## src/rtl/pkt_taskfile_pkg.sv

```systemverilog
package pkt_taskfile_pkg;

    localparam logic [3:0] A_DATA = 4'd0;
    localparam logic [3:0] A_ERRF = 4'd1;
    localparam logic [3:0] A_RSN  = 4'd2;
    localparam logic [3:0] A_LBA  = 4'd3;
    localparam logic [3:0] A_BCL  = 4'd4;
    localparam logic [3:0] A_BCH  = 4'd5;
    localparam logic [3:0] A_DEV  = 4'd6;
    localparam logic [3:0] A_CMD  = 4'd7;
    localparam logic [3:0] A_CTL  = 4'd8;

    localparam int ST_BSY  = 7;
    localparam int ST_DRDY = 6;
    localparam int ST_DSC  = 4;
    localparam int ST_DRQ  = 3;
    localparam int ST_ERR  = 0;
    localparam int DEV_BIT = 4;
    localparam int CTL_MASK = 1;
    localparam int CTL_SRST = 2;

    localparam logic [7:0] ER_ABRT  = 8'h04;
    localparam logic [7:0] ER_BASE  = 8'h01;
    localparam logic [7:0] SIG_BC_LO = 8'h14;
    localparam logic [7:0] SIG_BC_HI = 8'hEB;

    localparam logic [7:0] RSN_PKT  = 8'h01;
    localparam logic [7:0] RSN_DATA = 8'h02;
    localparam logic [7:0] RSN_DONE = 8'h03;

    localparam logic [7:0] OP_DEV_RESET = 8'h08;
    localparam logic [7:0] OP_DIAG      = 8'h90;
    localparam logic [7:0] OP_PACKET    = 8'hA0;
    localparam logic [7:0] OP_IDENT     = 8'hEC;
    localparam logic [7:0] OP_READ      = 8'h20;

    localparam logic [3:0] SK_ILLEGAL = 4'h5;
    localparam logic [3:0] SK_ABORTED = 4'hB;

    typedef enum logic [1:0] {PH_IDLE, PH_PKT, PH_EXEC, PH_DATA} phase_e;

    typedef struct packed {
        logic [7:0] error;
        logic [7:0] features;
        logic [7:0] rsn;
        logic [7:0] lba_lo;
        logic [7:0] bc_lo;
        logic [7:0] bc_hi;
        logic [7:0] dev_head;
        logic [7:0] dev_ctl;
        logic [7:0] status;
        logic       int_pend;
        logic       rst_pend;
        phase_e     phase;
        logic       dma;
        logic       fire;
    } tf_state_t;

    localparam tf_state_t TF_POWER_ON = '{
        error: ER_BASE, features: 8'h00, rsn: RSN_PKT, lba_lo: 8'h01,
        bc_lo: SIG_BC_LO, bc_hi: SIG_BC_HI, dev_head: 8'h00, dev_ctl: 8'h00,
        status: 8'h00, int_pend: 1'b0, rst_pend: 1'b0, phase: PH_IDLE,
        dma: 1'b0, fire: 1'b0
    };

endpackage

```

## src/rtl/pkt_sense_map.sv

```systemverilog
module pkt_sense_map
    import pkt_taskfile_pkg::*;
(
    input  logic [3:0] sense_key,
    output logic [7:0] err_byte
);
    logic abort_class;

    always_comb begin
        abort_class = (sense_key == SK_ILLEGAL) || (sense_key == SK_ABORTED);
        err_byte    = {sense_key, 4'h0} | (abort_class ? ER_ABRT : 8'h00);
    end
endmodule

```

## src/rtl/pkt_cmd_collector.sv

```systemverilog
module pkt_cmd_collector #(
    parameter int PKT_BYTES = 12
) (
    input  logic                   clk,
    input  logic                   rst_n,
    input  logic                   start,
    input  logic                   push,
    input  logic [7:0]             push_byte,
    output logic                   last,
    output logic [PKT_BYTES*8-1:0] bytes_flat
);
    localparam int IDX_W = (PKT_BYTES > 1) ? $clog2(PKT_BYTES) : 1;
    localparam logic [IDX_W-1:0] LAST_IDX = IDX_W'(PKT_BYTES - 1);

    logic [IDX_W-1:0] idx_d, idx_q;

    assign last = (idx_q == LAST_IDX);

    always_comb begin
        idx_d = idx_q;
        if (start) begin
            idx_d = '0;
        end else if (push) begin
            idx_d = last ? '0 : idx_q + IDX_W'(1);
        end
    end

    always_ff @(posedge clk or negedge rst_n) begin
        if (!rst_n) idx_q <= '0;
        else        idx_q <= idx_d;
    end

    for (genvar i = 0; i < PKT_BYTES; i++) begin : g_byte
        logic [7:0] byte_d, byte_q;
        always_comb byte_d = (push && idx_q == IDX_W'(i)) ? push_byte : byte_q;
        always_ff @(posedge clk or negedge rst_n) begin
            if (!rst_n) byte_q <= 8'h00;
            else        byte_q <= byte_d;
        end
        assign bytes_flat[8*i +: 8] = byte_q;
    end

    AST_IDX_WRAP: assert property (@(posedge clk) disable iff (!rst_n)
        (push && last && !start) |=> (idx_q == '0))
        else $error("packet index did not wrap");
endmodule

```

## src/rtl/pkt_xfer_count.sv

```systemverilog
module pkt_xfer_count #(
    parameter int LEN_W = 16
) (
    input  logic             clk,
    input  logic             rst_n,
    input  logic             load,
    input  logic [LEN_W-1:0] load_val,
    input  logic             dec,
    output logic             drained
);
    logic [LEN_W-1:0] rem_d, rem_q;

    assign drained = dec && (rem_q == LEN_W'(1));

    always_comb begin
        rem_d = rem_q;
        if (load)     rem_d = load_val;
        else if (dec) rem_d = rem_q - LEN_W'(1);
    end

    always_ff @(posedge clk or negedge rst_n) begin
        if (!rst_n) rem_q <= '0;
        else        rem_q <= rem_d;
    end

    AST_NO_UNDERFLOW: assert property (@(posedge clk) disable iff (!rst_n)
        dec |-> (rem_q != '0))
        else $error("byte consumed with nothing left");
endmodule

```

## src/rtl/pkt_taskfile_ctrl.sv

```systemverilog
module pkt_taskfile_ctrl
    import pkt_taskfile_pkg::*;
#(
    parameter bit DRIVE_ID  = 1'b0,
    parameter int PKT_BYTES = 12,
    parameter int LEN_W     = 16
) (
    input  logic                   clk,
    input  logic                   rst_n,
    input  logic                   host_wr,
    input  logic                   host_rd,
    input  logic [3:0]             host_addr,
    input  logic [7:0]             host_wdata,
    output logic [7:0]             host_rdata,
    output logic                   intrq,
    output logic                   pkt_valid,
    output logic [PKT_BYTES*8-1:0] pkt_data,
    input  logic                   be_done,
    input  logic [LEN_W-1:0]       be_len,
    input  logic [3:0]             be_sense,
    output logic                   dma_req,
    input  logic                   dma_ack
);
    tf_state_t  st_d, st_q;
    logic       sel;
    logic       col_start, col_push, col_last;
    logic       cnt_load, cnt_dec, cnt_drained;
    logic       do_reset, consume;
    logic [7:0] sense_err;
    logic [15:0] len_ext;

    pkt_sense_map u_sense (
        .sense_key (be_sense),
        .err_byte  (sense_err)
    );

    pkt_cmd_collector #(.PKT_BYTES(PKT_BYTES)) u_collect (
        .clk        (clk),
        .rst_n      (rst_n),
        .start      (col_start),
        .push       (col_push),
        .push_byte  (host_wdata),
        .last       (col_last),
        .bytes_flat (pkt_data)
    );

    pkt_xfer_count #(.LEN_W(LEN_W)) u_count (
        .clk      (clk),
        .rst_n    (rst_n),
        .load     (cnt_load),
        .load_val (be_len),
        .dec      (cnt_dec),
        .drained  (cnt_drained)
    );

    function automatic tf_state_t with_signature(tf_state_t s, logic keep_dev);
        tf_state_t r = s;
        r.rsn      = RSN_PKT;
        r.lba_lo   = 8'h01;
        r.bc_lo    = SIG_BC_LO;
        r.bc_hi    = SIG_BC_HI;
        r.dev_head = 8'h00;
        if (keep_dev) r.dev_head[DEV_BIT] = s.dev_head[DEV_BIT];
        return r;
    endfunction

    function automatic tf_state_t cmd_finish(tf_state_t s, logic [7:0] eb, logic ef);
        tf_state_t r = s;
        r.error          = eb;
        r.status[ST_BSY]  = 1'b0;
        r.status[ST_DRQ]  = 1'b0;
        r.status[ST_DRDY] = 1'b1;
        r.status[ST_DSC]  = 1'b1;
        r.status[ST_ERR]  = ef;
        r.int_pend       = 1'b1;
        return r;
    endfunction

    function automatic tf_state_t pkt_finish(tf_state_t s, logic [7:0] eb);
        tf_state_t r = cmd_finish(s, eb, |eb);
        r.rsn   = RSN_DONE;
        r.phase = PH_IDLE;
        r.dma   = 1'b0;
        return r;
    endfunction

    assign sel     = (st_q.dev_head[DEV_BIT] == DRIVE_ID);
    assign len_ext = 16'(be_len);

    always_comb begin
        st_d      = st_q;
        st_d.fire = 1'b0;
        col_start = 1'b0;
        col_push  = 1'b0;
        cnt_load  = 1'b0;
        cnt_dec   = 1'b0;
        do_reset  = 1'b0;

        // host register access
        if (host_rd && host_addr == A_CMD && sel) begin
            st_d.int_pend = 1'b0;
        end
        if (host_wr) begin
            unique case (host_addr)
                A_DATA: begin
                    if (sel && st_q.phase == PH_PKT) begin
                        col_push = 1'b1;
                        if (col_last) begin
                            st_d.status[ST_BSY]  = 1'b1;
                            st_d.status[ST_DRDY] = 1'b0;
                            st_d.status[ST_DRQ]  = 1'b0;
                            st_d.bc_lo = 8'h00;
                            st_d.bc_hi = 8'h00;
                            st_d.rsn   = RSN_DONE;
                            st_d.phase = PH_EXEC;
                            st_d.fire  = 1'b1;
                        end
                    end
                end
                A_ERRF: st_d.features = host_wdata;
                A_RSN:  st_d.rsn      = host_wdata;
                A_LBA:  st_d.lba_lo   = host_wdata;
                A_BCL:  st_d.bc_lo    = host_wdata;
                A_BCH:  st_d.bc_hi    = host_wdata;
                A_DEV: begin
                    st_d.dev_head = host_wdata;
                    if (host_wdata[DEV_BIT] == DRIVE_ID && st_q.status == 8'h00) begin
                        st_d.status = 8'h50;
                    end
                end
                A_CMD: begin
                    if ((sel || host_wdata == OP_DIAG) &&
                        !st_q.status[ST_BSY] && !st_q.status[ST_DRQ]) begin
                        unique case (host_wdata)
                            OP_DEV_RESET: begin
                                st_d        = with_signature(st_d, 1'b1);
                                st_d.error  = ER_BASE;
                                st_d.status = 8'h00;
                                st_d.phase  = PH_IDLE;
                            end
                            OP_DIAG: begin
                                st_d = with_signature(st_d, 1'b0);
                                st_d = cmd_finish(st_d, ER_BASE, 1'b0);
                            end
                            OP_PACKET: begin
                                st_d.error           = 8'h00;
                                st_d.status[ST_BSY]  = 1'b0;
                                st_d.status[ST_ERR]  = 1'b0;
                                st_d.status[ST_DRDY] = 1'b1;
                                st_d.status[ST_DSC]  = 1'b1;
                                st_d.status[ST_DRQ]  = 1'b1;
                                st_d.rsn   = RSN_PKT;
                                st_d.phase = PH_PKT;
                                col_start  = 1'b1;
                            end
                            OP_IDENT, OP_READ: begin
                                st_d = with_signature(st_d, 1'b1);
                                st_d = cmd_finish(st_d, ER_ABRT, 1'b1);
                            end
                            default: st_d = cmd_finish(st_d, ER_ABRT, 1'b1);
                        endcase
                    end
                end
                A_CTL: begin
                    st_d.dev_ctl = host_wdata;
                    st_d.dev_ctl[CTL_SRST] = 1'b0;
                    if (host_wdata[CTL_SRST] && !st_q.rst_pend) begin
                        if (!st_q.status[ST_BSY]) begin
                            do_reset = 1'b1;
                        end else begin
                            st_d.rst_pend       = 1'b1;
                            st_d.status[ST_BSY] = 1'b1;
                        end
                    end
                end
                default: ;
            endcase
        end

        // data phase: one byte per PIO read or DMA acknowledge
        consume = (st_q.phase == PH_DATA) &&
                  ((host_rd && host_addr == A_DATA && sel) || (dma_ack && st_q.dma));
        if (consume) begin
            cnt_dec = 1'b1;
            if (cnt_drained) st_d = pkt_finish(st_d, 8'h00);
        end

        // backend answer
        if (be_done && st_q.phase == PH_EXEC) begin
            if (be_sense != 4'h0 || be_len == '0) begin
                st_d = pkt_finish(st_d, sense_err);
            end else begin
                st_d.bc_lo           = len_ext[7:0];
                st_d.bc_hi           = len_ext[15:8];
                st_d.rsn             = RSN_DATA;
                st_d.status[ST_BSY]  = 1'b0;
                st_d.status[ST_DRQ]  = 1'b1;
                st_d.status[ST_DRDY] = 1'b1;
                st_d.int_pend        = 1'b1;
                st_d.phase           = PH_DATA;
                st_d.dma             = st_d.features[0];
                cnt_load             = 1'b1;
            end
            if (st_q.rst_pend) do_reset = 1'b1;
        end

        if (do_reset) st_d = TF_POWER_ON;
    end

    always_ff @(posedge clk or negedge rst_n) begin
        if (!rst_n) st_q <= TF_POWER_ON;
        else        st_q <= st_d;
    end

    always_comb begin
        host_rdata = 8'h00;
        if (sel) begin
            unique case (host_addr)
                A_ERRF:       host_rdata = st_q.error;
                A_RSN:        host_rdata = st_q.rsn;
                A_LBA:        host_rdata = st_q.lba_lo;
                A_BCL:        host_rdata = st_q.bc_lo;
                A_BCH:        host_rdata = st_q.bc_hi;
                A_DEV:        host_rdata = st_q.dev_head;
                A_CMD, A_CTL: host_rdata = st_q.status;
                default:      host_rdata = 8'h00;
            endcase
        end
    end

    assign intrq     = st_q.int_pend && !st_q.dev_ctl[CTL_MASK] && sel && !st_q.rst_pend;
    assign pkt_valid = st_q.fire;
    assign dma_req   = (st_q.phase == PH_DATA) && st_q.dma;

    AST_RST_HOLDS_BSY: assert property (@(posedge clk) disable iff (!rst_n)
        st_q.rst_pend |-> st_q.status[ST_BSY])
        else $error("waiting reset without BSY");
    AST_NO_BSY_DRQ: assert property (@(posedge clk) disable iff (!rst_n)
        !(st_q.status[ST_BSY] && st_q.status[ST_DRQ]))
        else $error("BSY and DRQ together");
    AST_PKT_ONE_CYCLE: assert property (@(posedge clk) disable iff (!rst_n)
        pkt_valid |=> !pkt_valid)
        else $error("packet strobe longer than one cycle");
    AST_PKT_WHILE_BSY: assert property (@(posedge clk) disable iff (!rst_n)
        pkt_valid |-> st_q.status[ST_BSY])
        else $error("packet sent while not busy");
    AST_STATUS_RD_CLEARS: assert property (@(posedge clk) disable iff (!rst_n)
        (host_rd && host_addr == A_CMD && sel && !be_done) |=> !st_q.int_pend)
        else $error("status read left interrupt pending");
    AST_DMA_REQ_DRQ: assert property (@(posedge clk) disable iff (!rst_n)
        dma_req |-> st_q.status[ST_DRQ])
        else $error("DMA request without DRQ");
endmodule

```

## config.mk

```make
export PLATFORM = sky130hd
export DESIGN_NAME = pkt_taskfile_ctrl
export DESIGN_NICKNAME = d
export VERILOG_FILES = /design/src/rtl/pkt_taskfile_pkg.sv /design/src/rtl/pkt_sense_map.sv /design/src/rtl/pkt_cmd_collector.sv /design/src/rtl/pkt_xfer_count.sv /design/src/rtl/pkt_taskfile_ctrl.sv
export SDC_FILE = /design/constraint.sdc
export NUM_CORES = 1
export LEC_CHECK = 0
export ABC_CLOCK_PERIOD_IN_PS = 3300
export BUFFER_PORTS_ARGS = -buffer_cell sky130_fd_sc_hd__buf_2
export CAP_MARGIN = 20
export CORE_MARGIN = 3
export CORE_UTILIZATION = 51
export DETAILED_ROUTE_END_ITERATION = 7
export PLACE_DENSITY = 0.73
export SKIP_LAST_GASP = 1
export SYNTH_ARGS = -nofsm -noshare
export SYNTH_HDL_FRONTEND = slang
export SYNTH_HIERARCHICAL = 1
export SYNTH_SLANG_ARGS = --single-unit
```

## constraint.sdc

```tcl
create_clock -name clk -period 3.3 [get_ports clk]
set_clock_uncertainty 0.05 [all_clocks]
set_input_delay 0.165 -clock clk [delete_from_list [all_inputs] [get_ports clk]]
set_output_delay 0.165 -clock clk [all_outputs]
set_load 0.005 [all_outputs]
```

* Word-level counts from Yosys, hierarchy flattened *
Index checks and enable logic that the tools add are counted.

storage, ports and cells
  ROM bits = 0
  register bits after elaboration = 194
  latch bits = 0
  RAM bits = 0
  memories kept = 0
  word-level logic and storage cells = 196

operators by class
  divide/modulo/power cells = 0
  add/subtract/negate cells = 2
  equal/unequal tests = 30
  order comparisons = 0
  shift-type cells = 0
  muxes and demuxes = 82
  multiply operators = 0
  bitwise gates (word level) = 3
  reductions and logical operators = 51

operator list
  operator                                              count
  2-to-1 mux 78 bit                                     6
  2-to-1 mux 16 bit                                     6
  one-hot mux 40 bit (2 select lines)                   1
  one-hot mux 8 bit (3 select lines)                    3
  one-hot mux 8 bit (2 select lines)                    4
  one-hot mux 8 bit (7 select lines)                    1
  2-to-1 mux 8 bit                                      6
  equality test 4 x 3 -> 1 bit, second input constant   9
  2-to-1 mux 1 bit                                      33
  logical AND 1 bit                                     29
  equality test 4 bit, second input constant            6
  equality test 8 bit, second input constant            3
  equality test 16 x 1 -> 1 bit, second input constant  1
  equality test 4 x 2 -> 1 bit, second input constant   4
  logical NOT 16 bit                                    1
  one-hot mux 2 bit (2 select lines)                    4
  subtractor 16 x 1 -> 16 bit, second input constant    1
  2-to-1 mux 2 bit                                      6
  2-to-1 mux 4 bit                                      3
  one-hot mux 3 bit (2 select lines)                    2
  equality test 4 x 1 -> 1 bit, second input constant   2
  equality test 8 x 4 -> 1 bit, second input constant   1
  equality test 8 x 6 -> 1 bit, second input constant   1
  logical NOT 4 bit                                     2
  18 further kinds                                      33

* Logic depth before layout (Yosys ltp) *
Gate-level depths: netlist of the first run.

  depth in word-level cells = 13
  gate-level depth with buffers = 12

* Cells and area by module *
The synthesis of the first run kept the hierarchy.

modules (own cells, without submodules)
  module             cells each  area an instance (um^2)  sequential area each (um^2)  times used
  pkt_taskfile_ctrl  429         4,017.6                  1,540.2                      1
  pkt_cmd_collector  248         3,993.8                  2,502.4                      1
  pkt_xfer_count     114         1,016.0                  400.4                        1
  pkt_sense_map      12          87.6                     0.0                          1

* Worst setup path after synthesis of the first run *
Ideal clock, no wire load.

  kind = in2reg
  start point = input port host_addr[1]
  end point = register st_q[71] (netlist bit)
  arrival time = 2.914 ns
  data required time = 3.129 ns
  path buffers = 2
  cell stages on the path = 11
  path slack = 0.215 ns
  setup time = 0.121 ns
  cells stage by stage = clkbuf_1 or3_1 o31a_1 nor2_1 buf_4 or4bb_1 nor4_1 nand3_1 nor2_1 nor4_1 a22o_1

RTL lines
  item                  line                      text
  from (decl)           pkt_taskfile_ctrl.sv:12   input logic [3:0] host_addr,
  to (signal assigned)  pkt_taskfile_ctrl.sv:212  else st_q <= st_d;
  to (decl)             pkt_taskfile_ctrl.sv:24   tf_state_t st_d, st_q;

==> results.md, run 1 <==
Status:
- The run finished with clean final reports.

Min path:
- The number of cells on the worst hold path is 2.
- The hold path startpoint is be_len[12].
- The worst-case hold path end point is u_count/rem_q[12].
- The kind of path behind the tightest hold check is in -> reg.

Setup path:
- The number of cells on the worst reg-to-reg path is 9.
- The endpoint identified for the worst register-to-register timing path is st_q[61].
- The startpoint-to-endpoint class of the critical path is reg -> reg.
- The worst setup path is captured at a register.
- Of all nets on the critical path, the largest fanout is 6.
- The required arrival time at the worst endpoint is approximately 3.6 ns.
- The startpoint type of the worst setup path is a register.
- STA puts the critical path data arrival time at about 3.1 ns.
- The startpoint identified for the worst register-to-register timing path is st_q[26].
- The slack of the worst reg-to-reg path is between 0.4 and 0.5 ns.

Cells and area:
- The combined flip-flop and latch cell area is ~4400 um2.
- The most common cell after layout, fill and taps aside is sky130_fd_sc_hd__dfrtp_1.
- The final-stage net count is roughly 1,000.
- The number of fill cells is between 1,000 and 1,500.
- The relative area change from synthesis to final layout is 19.5%.
- The multi-input combinational cells in the finished layout cover a total of between 4000 and 5000 um2.
- The share of final-layout standard cells stronger than drive strength 1 is around 38%.
- The finished layout holds between 1,000 and 1,500 standard cells, fillers aside.
- The library cells used most frequently in the layout, excluding fill and tap cells, are sky130_fd_sc_hd__dfrtp_1, sky130_fd_sc_hd__buf_2, sky130_fd_sc_hd__mux2_2.

Timing:
- At the pin with the least slew margin, the transition time is 1.07 ns.
- The worst hold margin is between 0.015 and 0.02 ns.
- The total negative setup slack is 0 ns.
- The total count of max-transition violations in the final report was 0.
- Setup repair after global routing left no endpoint under its margin.
- The final setup violation count is 0.
- The tightest slew margin relative to the limit is around 28%.
- The number of hold-slack violations in the final timing report is 0.
- The minimum period implied by the final worst setup slack is about 2.9 ns.
- The final cycle utilization of the critical path is 86.7%.
- The fmax is around 350 MHz.

CTS:
- The clock latency of the later-clocked register in the worst-skew pair is ~0.43 ns.
- The count of buffers added by post-CTS timing repair for setup is 0.
- The clock passes through at most 2 buffers.
- The root buffer cell chosen for the clock tree is sky130_fd_sc_hd__clkbuf_16.
- The H-tree depth is 4.
- In this run, CTS created clock tree buffers numbering 17.
- The total clock sinks is roughly 180.
- The total of hold buffers inserted after clock tree synthesis is 19.
- The clock tree from TritonCTS is done.
- The number of gates resized after CTS is 0.
- After clock tree synthesis, the clock-pin slew on the worst setup and hold paths is around 0.070 ns.

Yosys:
- The mean post-synth cell area is 11.4 um2.
- The sequential-to-total area share from yosys stat is between 40% and 50%.
- The synthesis warning total is 6.
- After technology mapping, the gate count stands at roughly 800.
- The most instantiated flip-flop cell in the synthesis netlist is sky130_fd_sc_hd__dfrtp_1.
- The synthesized design contains about 180 register bits.
- Yosys mapped the design onto between 80 and 90 distinct sky130hd cell types.
- Counting flops with a built-in enable in the synthesized netlist gives 0.
- Counting flops with an async set or reset pin after synthesis yields a share of between 90% and 100%.
- The synthesized netlist occupies a cell area of slightly above 9000 um2.

Floorplanning:
- The x dimension of the die is roughly 140 um.
- The starting density of the core is between 50% and 60%.
- The die area is approximately 20,000 um2.
- The y dimension of the die is approximately 140 um.
- The floorplan has 48 rows.
- approximately 150 I/O pins were placed.
- In this run the standard cell core region covers 17,400 um2.

Place:
- The placed wire-length estimate after detailed placement is 18,700 um.
- The number of placed instances with taps included is between 1,000 and 1,500.
- The congestion estimate from routability-driven global placement came to between 0.9 and 1.
- The count of buffers from port buffering is approximately 140.

Route:
- Using the TritonRoute via totals, the vias-per-cell ratio works out to 6.34.
- The residual antenna-violating net count after detailed routing is 0.
- The wire length per cell after detailed routing is 22.5 um.
- For this run, design rule violations remaining after detail routing come to 0.
- The detailed-route wire length is about 27,000 um.
- The via count of the routed design is 7,597.
- For this run, the detailed router's first-pass iteration total came to 6.
- The detailed router finished its first iteration with 818 violations.

GRT:
- The overall track demand over capacity in global routing is between 20% and 30%.
- The first global-routing pass estimated 42,400 um of wire.
- The initial antenna violation count is 0.
- The number of global-route vias before repair is around 7,600.
- Entering global routing, the biggest net connects 82 pins.
- The total congestion overflow is 0.

Pwr:
- The sum of internal, switching and leakage power is slightly below 0.005 W.
- Across the VDD grid, the largest voltage drop is 0.379 mV.
- The power density relative to cell area is 445 nW/um2.
- The static leakage is around 5.3 nW.

Job:
- The tool flagged a number of max-cap violations equal to 0.
==> critical path, stage by stage, from the launching register on <==
cell                       delay, ns
sky130_fd_sc_hd__dfrtp_1        0.37
sky130_fd_sc_hd__nand2b_1       0.18
sky130_fd_sc_hd__o31a_1         0.31
sky130_fd_sc_hd__nor2_1         0.14
sky130_fd_sc_hd__or4bb_1        0.49
sky130_fd_sc_hd__nor4_1         0.20
sky130_fd_sc_hd__nand3_1        0.19
sky130_fd_sc_hd__o211a_1        0.29
sky130_fd_sc_hd__and3_1         0.25
sky130_fd_sc_hd__a22o_1         0.27
==> cell usage after synthesis, types with 4 or more instances <==
cell type / count / area share (%)
sky130_fd_sc_hd__a22oi_1: 16 / 1.3
sky130_fd_sc_hd__a32o_1: 4 / 0.44
sky130_fd_sc_hd__or4_1: 9 / 0.74
sky130_fd_sc_hd__mux2i_1: 9 / 0.99
sky130_fd_sc_hd__nor3_1: 6 / 0.33
sky130_fd_sc_hd__buf_6: 4 / 0.49
sky130_fd_sc_hd__a2111oi_0: 7 / 0.67
sky130_fd_sc_hd__a222oi_1: 5 / 0.55
sky130_fd_sc_hd__nor4b_1: 4 / 0.38
sky130_fd_sc_hd__o311ai_1: 4 / 0.38
sky130_fd_sc_hd__a22o_1: 18 / 1.7
sky130_fd_sc_hd__ha_1: 6 / 0.82
sky130_fd_sc_hd__buf_4: 12 / 0.99
sky130_fd_sc_hd__nor2b_1: 5 / 0.34
sky130_fd_sc_hd__nand3_2: 7 / 0.77
sky130_fd_sc_hd__o22a_1: 6 / 0.58
sky130_fd_sc_hd__o211ai_1: 6 / 0.49
sky130_fd_sc_hd__o21ai_1: 6 / 0.33
sky130_fd_sc_hd__clkbuf_1: 39 / 1.6
sky130_fd_sc_hd__a21oi_1: 27 / 1.5
sky130_fd_sc_hd__nand4b_1: 8 / 0.77
sky130_fd_sc_hd__nand2b_1: 11 / 0.76
sky130_fd_sc_hd__nor4_1: 17 / 1.2
sky130_fd_sc_hd__dfrtp_1: 166 / 46
sky130_fd_sc_hd__o311ai_0: 4 / 0.38
sky130_fd_sc_hd__nand4_1: 5 / 0.34
sky130_fd_sc_hd__buf_2: 8 / 0.44
sky130_fd_sc_hd__o21ai_0: 13 / 0.71
sky130_fd_sc_hd__a31oi_1: 20 / 1.4
sky130_fd_sc_hd__a211o_1: 6 / 0.58
sky130_fd_sc_hd__or2_2: 5 / 0.34
sky130_fd_sc_hd__and3_1: 16 / 1.1
sky130_fd_sc_hd__inv_1: 13 / 0.54
sky130_fd_sc_hd__or3_1: 11 / 0.76
sky130_fd_sc_hd__nand2_1: 43 / 1.8
sky130_fd_sc_hd__dfstp_2: 11 / 3.2
sky130_fd_sc_hd__nor2_1: 32 / 1.3
sky130_fd_sc_hd__mux2_2: 101 / 12
sky130_fd_sc_hd__o31ai_1: 5 / 0.41
sky130_fd_sc_hd__nand3_1: 19 / 1.0
==> logic make-up (layout without fill, tap and decap cells) <==
| logic type | after synthesis | after routing | share of synthesized area (%) |
|---|---|---|---|
| adders and majority gates | 6 | 6 | 0.824 |
| and+or+nand+nor | 234 | 234 | 16.0 |
| other | 1 | 4 | 0.0411 |
| muxes | 110 | 110 | 13.5 |
| buffers and inverters | 79 | 246 | 4.19 |
| xor gates and xnor gates | 3 | 3 | 0.288 |
| AOI/OAI and AO/OA | 193 | 193 | 16.5 |
| DFF | 177 | 177 | 48.7 |
==> cell type report <==
class | instances | share of cell area [%]
sequential | 177 | 40.8
multi-input combinational | 549 | 39.6
timing repair buffer | 201 | 11.2
clock buffer | 17 | 3.91
tap | 225 | 2.59
clock inverter | 15 | 1.51
inverter | 13 | 0.448
antenna | 1 | 0.0230
==> metal layers <==
metal	part of all wire [%]	track usage, %
met5	0	0
met4	2.3	8.01
met3	9.4	8.21
met2	47	43.5
met1	41	36.5
==> per-stage QoR <==
| step | setup slack [ns] | cell area [um2] | utilization (%) |
|---|---|---|---|
| floorplan | 0.215 | 9120 | - |
| global placement | 0.421 | 10100 | 58.0 |
| detailed placement | 0.290 | 10100 | 58.0 |
| CTS | 0.456 | 10900 | 62.5 |
| global route | 0.219 | 10900 | 62.5 |
| finish | 0.438 | 10900 | 62.5 |
==> report_power, final <==
part	internal, W	total, W	switching (W)
combinational	0.000195	0.000475	0.000280
clock	0.00102	0.00201	0.000992
sequential	0.00229	0.00236	0.0000727
==> how the worst max path moves through the flow <==
| stage | startpoint | to | slack (ns) | depth (start not counted) |
|---|---|---|---|---|
| finish | st_q[26] | st_q[61] | 0.44 | 9 |
| global route | st_q[26] | st_q[61] | 0.22 | 9 |
| CTS | st_q[26] | st_q[61] | 0.46 | 9 |
| detailed placement | host_addr[1] | st_q[61] | 0.29 | 10 |
| global placement | host_addr[1] | st_q[61] | 0.42 | 10 |
| floorplan | host_addr[1] | st_q[71] | 0.22 | 11 |
==> flip-flops by register name, indices dropped and copies added, names as in the netlist <==
name	cells
pkt_valid	1
st_q	60
u_collect/g_byte.byte_q	96
u_collect/idx_q	4
u_count/rem_q	16
(Power assumes the default switching activity.)
==> inputs of run 2 (changes only) <==
GPL_TIMING_DRIVEN = 0   (was default)
==> run 2 against run 1 <==
  * Core utilization is 1.2 points higher
  * Critical endpoint unchanged
  * Sequential share of layout area is 0.76 points lower
  * Die area stayed put
  * Critical path type unchanged
  * Global-route usage is 0.11 points higher
  * Largest cell class unchanged
  * First-iteration DRC count is 11% higher
  * Wire length is 0.44% higher
  * Largest power group unchanged
  * Register-to-register slack worse by 0.34 ns
==> results.md, run 2 (synthesis gave the netlist of run 1 again) <==
Status:
- The run finished with clean final reports.

Setup path:
- The worst register-to-register path ends at st_q[61].
- The critical path goes through nand2b_1 -> o31a_1 -> nor2_1 -> buf_4 -> or4bb_4 -> nor4_4 -> nand3_2 -> o211a_1 -> and3_1 -> clkbuf_1 -> a22o_1.
- The number of cells on the worst reg-to-reg path is 11.
- The origin of the critical flop-to-flop path is st_q[26].
- For this run, the slowest stage of the critical path takes 0.56 ns.
- The worst setup path is captured at a register.
- The path length in cells of the critical path is 11.
- The slack of the worst reg-to-reg path is ~0.1 ns.
- STA classifies the critical path startpoint as a register.
- The startpoint-to-endpoint class of the critical path is reg -> reg.
- The slowest stage of the critical path is the sky130_fd_sc_hd__or4bb_4 cell.
- At the worst endpoint, the required time is 3.57 ns.
- The cell family contributing the most delay on the critical path is simple AND/OR/NAND/NOR gates.
- The critical path buffer and inverter count is 2.
- The maximum net fanout on the critical path is 8.
- The data arrival at the endpoint of the critical path is between 3 and 4 ns.

Cells and area:
- The relative area change from synthesis to final layout is 21.7%.
- The antenna diode count is 0.
- Ranked by flip-flop count, first place goes to u_collect/g_byte.byte_q.
- The net count of the finished layout is 1,045.
- The non-filler instance count after layout is between 1,000 and 1,500.
- The largest registers in the layout are u_collect/g_byte.byte_q: 96 flops, st_q: 60 flops, u_count/rem_q: 16 flops.
- The number of flip-flops in the largest register is 96.
- In the final layout, the share of cells above drive strength 1 is 36.4%.
- Leaving out fill and tap cells, the most frequent cell in the layout is sky130_fd_sc_hd__dfrtp_1.
- The top cell types in the final layout, fill and taps aside, are sky130_fd_sc_hd__dfrtp_1, sky130_fd_sc_hd__buf_2, sky130_fd_sc_hd__mux2_2.

Job:
- The number of max-cap violations is 0.

Route:
- In the routed layout, each cell is associated on average with a via count of approximately 6.3.
- For this run, the detailed router's first-pass iteration total came to 7.
- The residual antenna-violating net count after detailed routing is 0.
- After detailed routing, the average wire length per cell comes to ~22 um.
- The via count of the routed design is 7,841.
- In the routed design, unresolved DRC markers number 0.
- The detailed-route wire length is between 20,000 and 30,000 um.
- The first-iteration detailed-routing DRC count is between 900 and 1,000.

Timing:
- Setup repair after global routing left no endpoint under its margin.
- The tightest slew margin relative to the limit is between 20% and 30%.
- The number of hold-slack violations in the final timing report is 0.
- The total count of max-transition violations in the final report is 0.
- Final hold analysis gives a worst-case slack of 0.0617 ns.
- Adding up every negative setup slack in the final design gives 0 ns.
- The slew of the pin with the lowest slew margin is around 1.2 ns.
- The minimum period implied by the final worst setup slack is between 3 and 4 ns.
- The final setup violation count is 0.
- The final cycle utilization of the critical path is between 90% and 100%.
- Static timing analysis puts the maximum clock frequency at 313 MHz.
- The smallest setup slack after layout is approximately 0.10 ns.

Floorplanning:
- The starting density of the core is a little over half.
- The initialized floorplan defines between 40 and 50 standard-cell rows.
- The region available for standard cell placement spans between 15,000 and 20,000 um2.
- The x dimension of the die is about 140 um.
- The number of primary I/O pins is about 150.
- The die area is 19,500 um2.
- From bottom edge to top edge, the die measures ~140 um.

CTS:
- Counting every sink on the clock net gives 177.
- The cell chosen for the clock root is sky130_fd_sc_hd__clkbuf_16.
- Clock-pin slew was measured on the worst setup and hold paths at roughly 0.070 ns.
- The number of CTS-inserted buffers is 17.
- The maximum buffer depth of the clock tree is 2.
- The clock tree from TritonCTS is done.
- The clock reaches the later pin of the worst-skew pair after 0.43 ns.
- The H-tree generated during clock tree synthesis spans 4 levels.

Pwr:
- The sum of internal, switching and leakage power is about 0.005 W.
- The static leakage is 5.37 nW.
- Dividing total power by cell area gives a power density of about 440 nW/um2.
- The worst-case vdd ir drop is between 0.3 and 0.4 mV.

Place:
- The HPWL after detailed placement is approximately 19,000 um.
- The placer's final routability congestion estimate is 0.949.
- The number of placed instances with taps included is 1,174.
- The count of buffers from port buffering is between 100 and 150.
- OpenSTA, run right after detailed placement, puts the worst setup slack at -0.860 ns.

GRT:
- The initial antenna violation count is 0.
- The first global-routing pass estimated between 40,000 and 50,000 um of wire.
- The overall track demand over capacity in global routing is a little over a quarter.
- Entering global routing, the biggest net connects 106 pins.
- The number of global-route vias before repair is 7,672.
- For this run the aggregate overflow at the end of global routing stands at 0.

Min path:
- The worst-case hold path end point is st_q[76].
- The number of cells on the worst hold path is 3.
- The hold path startpoint is be_sense[2].
- The kind of path behind the tightest hold check is in -> reg.
==> run 2: routing by layer <==
| metal | track usage (%) | vias to the layer above | wire [um] |
|---|---|---|---|
| met2 | 40.9 | 426 | 12000 |
| met4 | 11.3 | 0 | 1020 |
| met3 | 8.14 | 89 | 2710 |
| met5 | 0 | - | 0 |
| met1 | 37.7 | 3869 | 11400 |
| li1 | - | 3457 | - |
==> run 2: worst min-delay path: stages <==
cell	delay, ns
sky130_fd_sc_hd__buf_2	0.11
sky130_fd_sc_hd__buf_4	0.11
sky130_fd_sc_hd__a22o_1	0.11
==> run 2: metrics by stage <==
stage	util, %	area [um2]
6_report	63.7	11100
5_1_grt	63.7	11100
4_1_cts	63.3	11000
3_5_place_dp	58.3	10200
3_3_place_gp	58.1	10100
2_1_floorplan	-	9120
==> run 2: power breakdown <==
part | internal (W) | total [W] | switching [W]
combinational | 0.000200 | 0.000477 | 0.000278
clock | 0.00114 | 0.00208 | 0.000940
sequential | 0.00229 | 0.00236 | 0.0000734
==> run 2: how the worst max path moves through the flow <==
stage                                    end    startpoint  slack [ns]
3_3_place_gp   u_collect/g_byte[1].byte_q[2]         rst_n       -0.84
3_5_place_dp                        st_q[74]  host_addr[0]       -0.86
6_report                            st_q[61]      st_q[26]        0.10
4_1_cts                             st_q[61]      st_q[26]        0.09
2_1_floorplan                       st_q[71]  host_addr[1]        0.22
5_1_grt                     u_count/rem_q[0]       st_q[3]        0.02
==> run 2: cell type report <==
cell class / count / area [um2]
fillers: 1413 / 6320
clock buffers: 17 / 425
plain buffers: 65 / 329
clock inverters: 14 / 170
well taps: 225 / 282
inverters: 13 / 48.8
multi-input cells: 549 / 4330
flip-flops and latches: 177 / 4440
repair buffers: 178 / 1060
==> run 2: repair_timing <==
item / CTS / global route
endpoints found under the hold margin: 131 / 0
resized for setup: 7 / 1
pin swaps: 1 / 3
buffers inserted: 2 / 8
hold buffers: 23 / 0
endpoints found under the setup margin: 22 / 19
==> inputs of run 3 (changes only) <==
CELL_PAD_IN_SITES_DETAIL_PLACEMENT = 1   (was default)
CELL_PAD_IN_SITES_GLOBAL_PLACEMENT = 2   (was default)
CORE_UTILIZATION = 37   (was 51)
PLACE_DENSITY = 0.79   (was 0.73)
==> run 3 against run 2 <==
  * Combinational power rose by 2%
  * Sequential share of layout area is 0.45 points lower
  * Core utilization shrank 17 points
  * Wire length is 14% higher
  * Worst setup slack improved by 0.065 ns
  * Global-route usage down 3.7 points
==> results.md, run 3 (synthesis gave the netlist of run 1 again) <==
Floorplanning:
- The number of primary I/O pins is 145.
- The starting density of the core is between 30% and 40%.
- The total area inside the core boundary comes to 23,800 um2.
- The floorplan step set the die height to about 160 um.
- The die area is 26,600 um2.
- The x dimension of the die is between 150 and 200 um.
- The cell row count is 56.

Cells and area:
- Leaving out fill and tap cells, the most frequent cell in the layout is sky130_fd_sc_hd__dfrtp_1.
- After the flow finishes, the layout carries non-filler instances totaling between 1,000 and 1,500.
- u_collect/g_byte.byte_q holds more flip-flops than any other register.
- The largest registers in the layout are u_collect/g_byte.byte_q: 96 flops, st_q: 60 flops, u_count/rem_q: 16 flops.
- The register with the most flip-flops in the layout has between 90 and 100 of them.
- The antenna diode count is 0.
- The final-stage net count is roughly 1,000.
- The top cell types in the final layout, fill and taps aside, are sky130_fd_sc_hd__dfrtp_1, sky130_fd_sc_hd__buf_2, sky130_fd_sc_hd__mux2_2.
- Cells fill a little under half of the core in the end.
- The share of final-layout standard cells stronger than drive strength 1 is 36.8%.
- Relative to the synthesized area, the layout overhead comes to 23.1%.

Timing:
- Setup violations remaining at the end of the flow were counted as 0.
- The minimum period implied by the final worst setup slack is between 3 and 4 ns.
- The tightest slew margin relative to the limit is 22.3%.
- Setup repair after global routing left no endpoint under its margin.
- The total count of max-transition violations in the final report is 0.
- The slew of the pin with the lowest slew margin is ~1.2 ns.
- The final cycle utilization of the critical path is around 95%.
- The number of hold-slack violations in the final timing report came to 0.
- Based on the critical path, the design can be clocked at up to 319 MHz.

Pwr:
- The internal power of the cells totals between 0.003 and 0.004 W.
- The power density relative to cell area is ~430 nW/um2.
- For this design the total switching power over the nets is about 0.0014 W.
- The worst-case vdd ir drop is 0.270 mV.
- The clock network fraction of total power is between 40% and 50%.
- The analysis attributes to cell leakage a power of around 5.4 nW.
- The net switching fraction of the power is 28.0%.
- The relative contribution of combinational cells to total power is approximately a tenth.
- The share of total power in sequential cells is 48.4%.

Setup path:
- The endpoint class of the critical path is a register.
- Data on the critical path is required at its endpoint by roughly 3.6 ns.
- The maximum net fanout on the critical path is 8.
- Data arrives at the worst endpoint at between 3 and 4 ns.
- The startpoint type of the worst setup path is a register.
- The worst setup path is of the reg -> reg kind.

GRT:
- For this run, global-route usage on met3 was measured as approximately 5.7%.
- For this run, the total global-route usage over all layers was measured as between 20% and 30%.
- The number of global-route vias before repair is 8,206.
- Entering global routing, the biggest net connects between 90 and 100 pins.
- For this run, global-route usage on met2 was measured as 38.0%.
- In this run the most used layer during global routing was met2.
- In the global route stage, met1 resource usage came out at ~33%.
- Summed over all layers, the global routing overflow is 0.
- The first-pass GRT wire length is roughly 49,000 um.
- The initial antenna violation count is 1.

CTS:
- In this run, CTS created clock tree buffers numbering 17.
- The maximum buffer depth of the clock tree is 2.
- The clock latency of the later-clocked register in the worst-skew pair is between 0.4 and 0.5 ns.
- For this design, the sink count on the clock tree is between 150 and 200.
- The clock tree from TritonCTS is done.
- CTS placed an instance of sky130_fd_sc_hd__clkbuf_16 at the clock tree root.
- The H-tree depth is 4.
- Clock-pin slew was measured on the worst setup and hold paths at 0.07 ns.

Status:
- The run finished with clean final reports.

Place:
- The count of buffers from port buffering is 143.
- The congestion estimate from routability-driven global placement came to around 0.89.
- After legalization and detailed placement, the total HPWL measured ~22,000 um.
- Counting tap cells, the placed design contains a total of ~1,300 instances.

Route:
- Using the TritonRoute via totals, the vias-per-cell ratio works out to roughly 5.7.
- Dividing the detail-routed wire length by the instance count gives 23.2 um.
- In this run the remaining antenna-violating nets after routing total 0.
- The routed layout has between 7,000 and 8,000 vias.
- Summed over all layers, the routed wires come to 30,900 um.
- The first routing iteration left 585 violations.
- The detailed-routing iteration count for the pre-antenna-repair pass is 5.
- The total DRC errors in the routed layout is 0.

Min path:
- The kind of path behind the tightest hold check is in -> reg.

Job:
- The tool flagged a number of max-cap violations equal to 0.
## run 3: cell count changes in the layout (fill, tap and decap cells not counted), sizes merged
cell / delta
clkinvlp: -3
buf: +1
clkinv: +4
bufinv: -2
dlygate4sd3: -1
inv: +1
## run 3: worst paths after layout
check                         startpoint                            end  slack, ns  cells after the start
min                        host_wdata[3]  u_collect/g_byte[0].byte_q[3]       0.02                      2
min reg2reg                     st_q[46]                       st_q[46]       0.42                      2
min in group asynchronous          rst_n              u_count/rem_q[12]       0.20                      2
max reg2reg                     st_q[26]                       st_q[55]       0.17                     12
max in group asynchronous          rst_n  u_collect/g_byte[0].byte_q[7]       2.07                      3
max                             st_q[26]                       st_q[55]       0.17                     12
## run 3: routing by layer
layer	vias to the layer above	wire length (um)	part of all wire (%)
met1	3916	14000	45
li1	3463	-	-
met4	0	506	1.6
met3	37	1920	6.2
met5	-	0	0
met2	242	14400	47
## run 3: worst max-delay path: stages, from the launching register on
cell                       delay (ns)
sky130_fd_sc_hd__dfrtp_2         0.40
sky130_fd_sc_hd__nand2b_1        0.17
sky130_fd_sc_hd__o31a_1          0.32
sky130_fd_sc_hd__nor2_1          0.13
sky130_fd_sc_hd__buf_4           0.18
sky130_fd_sc_hd__or4bb_1         0.55
sky130_fd_sc_hd__nor4_4          0.22
sky130_fd_sc_hd__nand3_2         0.14
sky130_fd_sc_hd__buf_4           0.18
sky130_fd_sc_hd__nor2_4          0.19
sky130_fd_sc_hd__buf_4           0.18
sky130_fd_sc_hd__nor2_1          0.12
sky130_fd_sc_hd__a31oi_1         0.22
## run 3: power groups by stage
stage	logic (W)	registers (W)	clock network, W
CTS	0.000487	0.00236	0.00208
floorplan	0.000265	0.00237	0
global placement	0.000447	0.00239	0
global route	0.000537	0.00237	0.00217
detailed placement	0.000461	0.00240	0
finish	0.000487	0.00236	0.00202
## run 3: repair_timing
item / CTS / global route
pin swaps: 5 / 3
endpoints found under the setup margin: 25 / 30
hold buffers: 22 / 0
cloned: 0 / 0
gates resized for setup: 8 / 5
endpoints found under the hold margin: 100 / 0
buffers inserted: 7 / 3
## run 3: metrics by stage
stage	hold slack [ns]	TNS (ns)	total power, W	worst slack, ns	area [um2]
final	0.0181	0	0.00487	0.167	11200
after global routing	0.0154	0	0.00508	0.0167	11200
after CTS	0.00372	0	0.00492	0.0273	11200
after detailed placement	0.155	-22.93	0.00286	-1.14	10300
after global placement	0.369	-187.46	0.00284	-1.14	10200
after floorplan	-0.181	0	0.00263	0.215	9120
## run 3: final cells by class
cell class | count | area (um2)
Sequential cell | 177 | 4440
Buffer | 64 | 329
Inverter | 13 | 48.8
Multi-Input combinational cell | 549 | 4350
Clock inverter | 14 | 163
Clock buffer | 17 | 425
Tap cell | 319 | 399
Timing Repair Buffer | 179 | 1070
Fill cell | 2633 | 12600
